[src/rtl/nand_op_seq.sv]
`timescale 1ns/1ps
module nand_op_seq #(
  parameter int CLK_PS = 8000,
  parameter int PS_W   = 16,
  parameter int CNT_W  = 16
) (
  input  logic             clk,
  input  logic             rst_n,
  input  logic             wp_en,
  input  logic [PS_W-1:0]  twp_ps,
  input  logic [PS_W-1:0]  trp_ps,
  input  logic             ins_valid,
  output logic             ins_ready,
  input  logic [2:0]       ins_kind,
  input  logic [7:0]       ins_byte,
  input  logic             ins_more,
  input  logic             ins_last,
  input  logic [CNT_W-1:0] ins_count,
  output logic             rd_valid,
  output logic [7:0]       rd_data,
  output logic             op_done,
  output logic             op_err,
  output logic             nand_ce_n,
  output logic             nand_we_n,
  output logic             nand_re_n,
  output logic             nand_wp_n,
  output logic             nand_cle,
  output logic             nand_ale,
  output logic [7:0]       nand_dq_o,
  output logic             nand_dq_oe,
  input  logic [7:0]       nand_dq_i,
  input  logic             nand_rb
);
  localparam int QW = PS_W + 1;
  localparam logic [2:0] K_CMD = 3'd0, K_ADDR = 3'd1, K_WRITE = 3'd2,
                         K_READ = 3'd3, K_WAIT = 3'd4;

  typedef enum logic [3:0] {
    S_IDLE, S_FETCH, S_WSET, S_WPUL, S_RSET, S_RPUL, S_POLL, S_GAP, S_DRAIN
  } st_t;

  st_t              st;
  logic [2:0]       kind_q;
  logic             more_q, last_q;
  logic [CNT_W-1:0] left;
  logic [QW-1:0]    pcnt;
  logic [QW-1:0]    twp_q, trp_q, twp_cyc, trp_cyc;
  logic             accept;

  assign twp_q   = ({1'b0, twp_ps} + QW'(CLK_PS - 1)) / QW'(CLK_PS);
  assign trp_q   = ({1'b0, trp_ps} + QW'(CLK_PS - 1)) / QW'(CLK_PS);
  assign twp_cyc = (twp_q == '0) ? QW'(1) : twp_q;
  assign trp_cyc = (trp_q == '0) ? QW'(1) : trp_q;

  assign ins_ready = (st == S_IDLE) || (st == S_FETCH) || (st == S_DRAIN);
  assign accept    = ins_valid && ins_ready;

  always_ff @(posedge clk or negedge rst_n) begin
    if (!rst_n) begin
      st <= S_IDLE;
      kind_q <= '0;
      more_q <= 1'b0;
      last_q <= 1'b0;
      left <= '0;
      pcnt <= '0;
      nand_ce_n <= 1'b1;
      nand_we_n <= 1'b1;
      nand_re_n <= 1'b1;
      nand_wp_n <= 1'b0;
      nand_cle <= 1'b0;
      nand_ale <= 1'b0;
      nand_dq_o <= '0;
      nand_dq_oe <= 1'b0;
      rd_valid <= 1'b0;
      rd_data <= '0;
      op_done <= 1'b0;
      op_err <= 1'b0;
    end else begin
      nand_wp_n <= wp_en;
      rd_valid <= 1'b0;
      op_done <= 1'b0;
      case (st)
        S_IDLE, S_FETCH: begin
          if (accept) begin
            nand_ce_n <= 1'b0;
            kind_q <= ins_kind;
            more_q <= ins_more;
            last_q <= ins_last;
            left <= (ins_count == '0) ? CNT_W'(1) : ins_count;
            case (ins_kind)
              K_CMD: begin
                nand_cle <= 1'b1;
                nand_dq_o <= ins_byte;
                nand_dq_oe <= 1'b1;
                st <= S_WSET;
              end
              K_ADDR: begin
                nand_ale <= 1'b1;
                nand_dq_o <= ins_byte;
                nand_dq_oe <= 1'b1;
                st <= S_WSET;
              end
              K_WRITE: begin
                nand_dq_o <= ins_byte;
                nand_dq_oe <= 1'b1;
                st <= S_WSET;
              end
              K_READ: begin
                nand_dq_oe <= 1'b0;
                st <= S_RSET;
              end
              K_WAIT:  st <= S_POLL;
              default: st <= S_GAP;
            endcase
          end
        end
        S_WSET: begin
          nand_we_n <= 1'b0;
          pcnt <= twp_cyc;
          st <= S_WPUL;
        end
        S_WPUL: begin
          if (pcnt <= QW'(1)) begin
            nand_we_n <= 1'b1;
            st <= S_GAP;
          end else begin
            pcnt <= pcnt - QW'(1);
          end
        end
        S_RSET: begin
          nand_re_n <= 1'b0;
          pcnt <= trp_cyc;
          st <= S_RPUL;
        end
        S_RPUL: begin
          if (pcnt <= QW'(1)) begin
            nand_re_n <= 1'b1;
            rd_data <= nand_dq_i;
            rd_valid <= 1'b1;
            st <= S_GAP;
          end else begin
            pcnt <= pcnt - QW'(1);
          end
        end
        S_POLL: begin
          if (nand_rb) begin
            st <= S_GAP;
          end else if (left <= CNT_W'(1)) begin
            nand_ce_n <= 1'b1;
            nand_cle <= 1'b0;
            nand_ale <= 1'b0;
            if (last_q) begin
              op_done <= 1'b1;
              op_err <= 1'b1;
              st <= S_IDLE;
            end else begin
              st <= S_DRAIN;
            end
          end else begin
            left <= left - CNT_W'(1);
          end
        end
        S_GAP: begin
          if (kind_q == K_READ && left > CNT_W'(1)) begin
            nand_re_n <= 1'b0;
            pcnt <= trp_cyc;
            left <= left - CNT_W'(1);
            st <= S_RPUL;
          end else begin
            if (kind_q == K_CMD) nand_cle <= 1'b0;
            if (kind_q == K_ADDR && !more_q) nand_ale <= 1'b0;
            if (last_q) begin
              nand_ce_n <= 1'b1;
              nand_cle <= 1'b0;
              nand_ale <= 1'b0;
              op_done <= 1'b1;
              op_err <= 1'b0;
              st <= S_IDLE;
            end else begin
              st <= S_FETCH;
            end
          end
        end
        S_DRAIN: begin
          if (accept && ins_last) begin
            op_done <= 1'b1;
            op_err <= 1'b1;
            st <= S_IDLE;
          end
        end
        default: st <= S_IDLE;
      endcase
    end
  end
endmodule


[config.mk]
export PLATFORM = sky130hd
export DESIGN_NAME = nand_op_seq
export DESIGN_NICKNAME = d
export VERILOG_FILES = /design/src/rtl/nand_op_seq.sv
export SDC_FILE = /design/constraint.sdc
export NUM_CORES = 1
export LEC_CHECK = 0
export BUFFER_PORTS_ARGS = -buffer_cell sky130_fd_sc_hd__buf_2
export CAP_MARGIN = 20
export CORE_UTILIZATION = 55
export DETAILED_ROUTE_END_ITERATION = 7
export PLACE_DENSITY = 0.85
export SETUP_SLACK_MARGIN = 0.4
export SYNTH_ARGS = -nofsm -noshare
export SYNTH_HDL_FRONTEND = slang
export SYNTH_SLANG_ARGS = --single-unit
[constraint.sdc]
create_clock -name clk -period 6.2 [get_ports clk]
set_input_delay 0 -clock clk [delete_from_list [all_inputs] [get_ports clk]]
set_output_delay 0 -clock clk [all_outputs]
set_load 0.01 [all_outputs]
After elaboration in Yosys (flattened, before gate mapping) --
Cells that the tools add are included.
Storage, ports and cells: output and inout port bits 27, flip-flop bits (word level) 68, logic and storage cells 154, input port bits 74
Operators by class: divide/modulo/power cells 2, eq/ne operators 32, $lt $le $gt $ge 3, reduce and logical (&&, ||, !) cells 35, mux-type cells 60, $add $sub $neg 4
Operators by type and width (count):
- $mux W16 | 5
- $mux W17 | 4
- $pmux W17 S4 | 1
- $pmux W16 S3 | 1
- $add A16 B13 Y17 const B | 2
- $div A17 B13 Y17 const B | 2
- $logic_not A17 Y1 | 2
- $mux W1 | 32
- $pmux W4 S7 | 1
- $mux W4 | 6
- $ne A2 B2 Y1 const B | 11
- $reduce_and A7 Y1 | 3
- $pmux W1 S3 | 6
- $le A17 B1 Y1 const B | 1
- $sub A17 B1 Y17 const B | 1
- $eq A4 B3 Y1 const B | 4
- $gt A16 B1 Y1 const B | 1
- $le A16 B1 Y1 const B | 1
- $logic_not A16 Y1 | 1
- $sub A16 B1 Y16 const B | 1
- $reduce_and A3 Y1 | 4
- $eq A3 B2 Y1 const B | 3
- $ne A3 B3 Y1 const B | 3
- $pmux W3 S3 | 1
- 22 further kinds | 39

Logic depth before layout (Yosys ltp) --
word-level depth 7, mapped depth 15, gate-level depth less buffers 14

Worst setup path after synthesis --
No wires, ideal clock.
kind input-to-reg, from input twp_ps[10], to register pcnt[0], path buffers 1, library setup time 86 ps, cell stages on the path 13, slack 2655 ps, required time 6114 ps, arrival 3460 ps, cell sequence or4_4 > or2_0 > buf_6 > o2111a_2 > nor4_4 > nand2_1 > or3_4 > o21ai_4 > mux2i_1 > o32ai_2 > or3_1 > a221o_1 > a32oi_1
On the way: longest elaborated chain between the ends 5
RTL lines:
- start: declaration | RTL line 10 | input logic [PS_W-1:0] twp_ps,
- $add A16 B13 Y17 * | RTL line 50 | assign twp_q = ({1'b0, twp_ps} + QW'(CLK_PS - 1)) / QW'(CLK_PS);
- $div A17 B13 Y17 * | RTL line 50
- $logic_not A17 Y1 | RTL line 52 | assign twp_cyc = (twp_q == '0) ? QW'(1) : twp_q;
- $mux W17 * | RTL line 52
- $pmux W17 S4 * | RTL line 82 | case (st)
- end signal: assignment | RTL line 119 | pcnt <= twp_cyc;
- end signal: assignment | RTL line 127 | pcnt <= pcnt - QW'(1);
- end signal: assignment | RTL line 132 | pcnt <= trp_cyc;
- end: declaration | RTL line 46 | logic [QW-1:0] pcnt;
Mark *: on every way between the ends. The rest lies on a longest branch, timed or not. A chain may end at the register's enable or synchronous reset.

Worst setup path after layout --
from register left[0], to register pcnt[15]
On the way: longest elaborated chain between the ends 4
RTL lines:
- start: declaration | RTL line 45 | logic [CNT_W-1:0] left;
- start signal: assignment | RTL line 89 | left <= (ins_count == '0) ? CNT_W'(1) : ins_count;
- start signal: assignment | RTL line 160 | left <= left - CNT_W'(1);
- start signal: assignment | RTL line 167 | left <= left - CNT_W'(1);
- $gt A16 B1 Y1 | RTL line 164 | if (kind_q == K_READ && left > CNT_W'(1)) begin
- $logic_and A1 B1 Y1 | RTL line 164
- $ne A2 B2 Y1 (no source line)
- $reduce_and A3 Y1 (no source line)
- end signal: assignment | RTL line 132
- end signal: assignment | RTL line 142 | pcnt <= pcnt - QW'(1);
- end signal: assignment | RTL line 166 | pcnt <= trp_cyc;
Every way passes these cells.

==> impl_metrics.tcl <==
set metrics [dict create \
    dr_wl_met2_um 7610 \
    rsz0062_at_grt "no" \
    start_util 0.565 \
    hold_class "input pin to flop" \
    arrival_ps 4120 \
    combPwrFrac 0.491 \
    fin_crit_sh 0.634 \
    grt_max_degree 69 \
    power.leakage_uw 0.00281 \
    cellPowerDensity_nw_per_um2 376 \
    coreArea_um2 9730 \
    ant_nets 0 \
    cts.clk_slew.worst_paths_ps 70 \
    max_freq_ghz 0.254 \
    rr_worst_depth 13 \
    startpoint_type "flop" \
    cpPeakStageDelay_ps 840 \
    drtIter0Drc 328 \
    syn2layout_area_growth_pct 22.2 \
    setup_tns_ps 0 \
    clock_latency_ps 360 \
    yosysTopAreaCell "dfrtp_1" \
    rows 36 \
    path_buf_inv 1 \
    netlist_area_um2 5490 \
    finalSetupViolCount 0 \
    synthArstFlopShare 1.00 \
    wire_per_inst_um 16.1 \
    syn_avg_cell_area_um2 8.25 \
    highest_layer "met4" \
    num_vias 5922 \
    p_sw_frac 0.443 \
    place.gp.congestion 0.918 \
    ys_seq_area_frac 0.310 \
    synthFlopType "dfrtp_1" \
    grt_usage 0.301 \
    synthTopCellsByArea "dfrtp_1 (30%), a21oi_1 (4.9%), nand2_1 (4.4%)" \
    overflow 0 \
    post-route-min-period_ps 3930 \
    switching_power_uw 1120 \
    synth_edf_count 0 \
    antenna_found_initial 0 \
    synthAdderAreaFrac 0.0137 \
    synth_top_family_by_area "compound AO/OA/AOI/OAI gates" \
    ys_seq_elements 68 \
    crit_family "simple AND/OR/NAND/NOR gates" \
    r2r-start "left[0]" \
    synth_cell_types 91 \
    p_seq_frac 0.328 \
    synth_simple_gate_area_frac 0.259 \
    yosysTopAreaCellShare 0.296 \
    grt_pass1_wl_um 25300 \
    clkPwrFrac 0.181 \
    hp-start "ins_kind[2]" \
    pre_cts_ws_ps 2120 \
    syn_inst 666 \
    timing.rr.end "pcnt[15]" \
    io_buffer_count 100 \
    r2r_slack_ps 2270 \
    syn-num-nets 746 \
    cts_num_sinks 68 \
    crit_slowest_cell "a2111oi_2" \
    synth.area.mux_share 0.0342 \
    maxSlewHeadroom 0.389 \
    viasPerCell 6.34 \
    io_pins 101 \
    drc_errors 0 \
    slew_viol_final 0 \
    postCtsSetupBuffers 0 \
    grt_pass1_vias 5675 \
    ir_drop_uv 269 \
    critPathCaptureType "flop" \
    die_y_um 102 \
    drive_gt1_frac 0.210 \
    n_antenna_cell 0 \
    nets 876 \
    htreeDepth 3 \
    dieWidth_um 102 \
    synth-compound-area-share 0.292 \
    hold_end "kind_q[2]" \
    worst_ep_required_time_ps 6400 \
    layout_setup_ws_ps 2270 \
    skew_ps 14.5 \
    cap_violations 0 \
    internal-power_uw 1410 \
    critical_path_class "flop to flop" \
    yosys_warnings 0 \
    hold_violations 0 \
    outcome "finished, final reports clean" \
    num-fill-cells 788 \
    wl_met3_um 771 \
    die_area_um2 10400 \
    cts_buffers 9 \
    wl_um 15100 \
    clk_path_buf_depth 2 \
    crit_fanout 10 \
    worstPathCellList "inv_1 > ha_1 > o21ai_0 > or4_1 > nand4b_1 > or2_2 > and3_1 > a2111oi_2 > nand3_1 > nor3_1 > nand3b_1 > xor2_1 > nor2_1" \
    worstHoldPathCells 2 \
    cts_tree "built" \
    cts_root_buf "clkbuf_8" \
    dr.pass1.iters 6 \
    hpwl_um 10200 \
    synthXorXnorAreaFrac 0.0599 \
    wl_met1_um 6320 \
    worst_pin_slew_ps 914 \
]
per-stage QoR:
| stage | power, µW | cell area, µm² | hold WS (ps) | instances | util |
|---|---|---|---|---|---|
| finish | 2520 | 6710 | 13.1 | 934 | 0.690 |
| floorplan | 1670 | 5490 | -296 | 666 | - |
| CTS | 2490 | 6710 | 2.93 | 933 | 0.689 |
| global placement | 1950 | 6090 | 108 | 880 | 0.626 |
| global route | 2710 | 6710 | 18.9 | 934 | 0.690 |
| detailed placement | 2000 | 6090 | 113 | 880 | 0.626 |
timing repair:
| action | CTS | global route |
|---|---|---|
| resized for setup | 0 | 0 |
| endpoints found under the hold margin | 102 | 0 |
| hold buffers | 37 | 0 |
logic make-up after synthesis:
group | count (synthesis)
buffers and inverters | 44
xor gates and xnor gates | 35
adders and majority gates | 6
muxes | 17
and+or+nand+nor | 271
DFF | 68
AOI/OAI and AO/OA | 225
cells in the final DEF, fill, tap and decap left out, types with 12 or more instances in the layout:
master,count
or3_1,13
dfrtp_1,65
dlygate4sd3_1,37
o21ai_0,41
inv_1,21
o211ai_1,12
nor3_1,38
a21oi_1,54
xnor2_1,23
nand2_1,65
mux2_2,13
nor2_1,62
buf_2,101
how the worst max path moves through the flow:
stage               startpoint  endpoint  slack (ps)  cells past startpoint
floorplan           twp_ps[10]   pcnt[0]        2650                     13
global placement     twp_ps[8]   pcnt[0]        2280                     12
detailed placement   twp_ps[8]   pcnt[0]        2120                     13
CTS                    left[0]  pcnt[15]        2430                     13
global route           left[0]  pcnt[12]        1850                     13
finish                 left[0]  pcnt[15]        2270                     13
Yosys cell counts, drive strengths merged, types with 11 or more instances:
library cell / n
mux2: 14
xnor2: 24
clkbuf: 18
nor2: 62
nor4: 14
xor2: 11
nor3: 38
o211ai: 15
dfrtp: 65
nand3: 12
a21oi: 54
or3: 14
inv: 22
nand2: 65
o21ai: 47
sequential cells by signal (all words and copies together) (netlist names), 3 cells and up:
name / cells
pcnt: 17
kind_q: 3
st: 4
nand_dq_o: 8
rd_data: 8
left: 16
cell type report:
cell class,count,area (µm²),area share
timing repair buffer,140,891,0.133
clock inverter,6,111,0.0166
tap,133,166,0.0248
multi-input combinational,554,3610,0.538
sequential,68,1710,0.254
clock buffer,10,138,0.0205
inverter,23,86.3,0.0129
worst reg2reg max path: stages, from the launching register on:
cell and delay, ps:
dfrtp_1 410, inv_1 90, ha_1 260, o21ai_0 180
or4_1 220, nand4b_1 230, or2_2 340, and3_1 210
a2111oi_2 840, nand3_1 310, nor3_1 370, nand3b_1 140
xor2_1 140, nor2_1 50
layer usage:
| layer | vias up | track usage |
|---|---|---|
| li1 | 2804 | - |
| met1 | 2830 | 0.372 |
| met2 | 247 | 0.522 |
| met3 | 41 | 0.0561 |
| met4 | 0 | 0.113 |
| met5 | - | 0 |
power groups by stage:
stage	logic [µW]	clock network, µW	registers, µW
after floorplan	885	0	790
after global placement	1140	0	812
after detailed placement	1180	0	823
after CTS	1210	459	819
after global routing	1370	481	856
final	1240	456	829
Power figures use the tool's default switching activity.
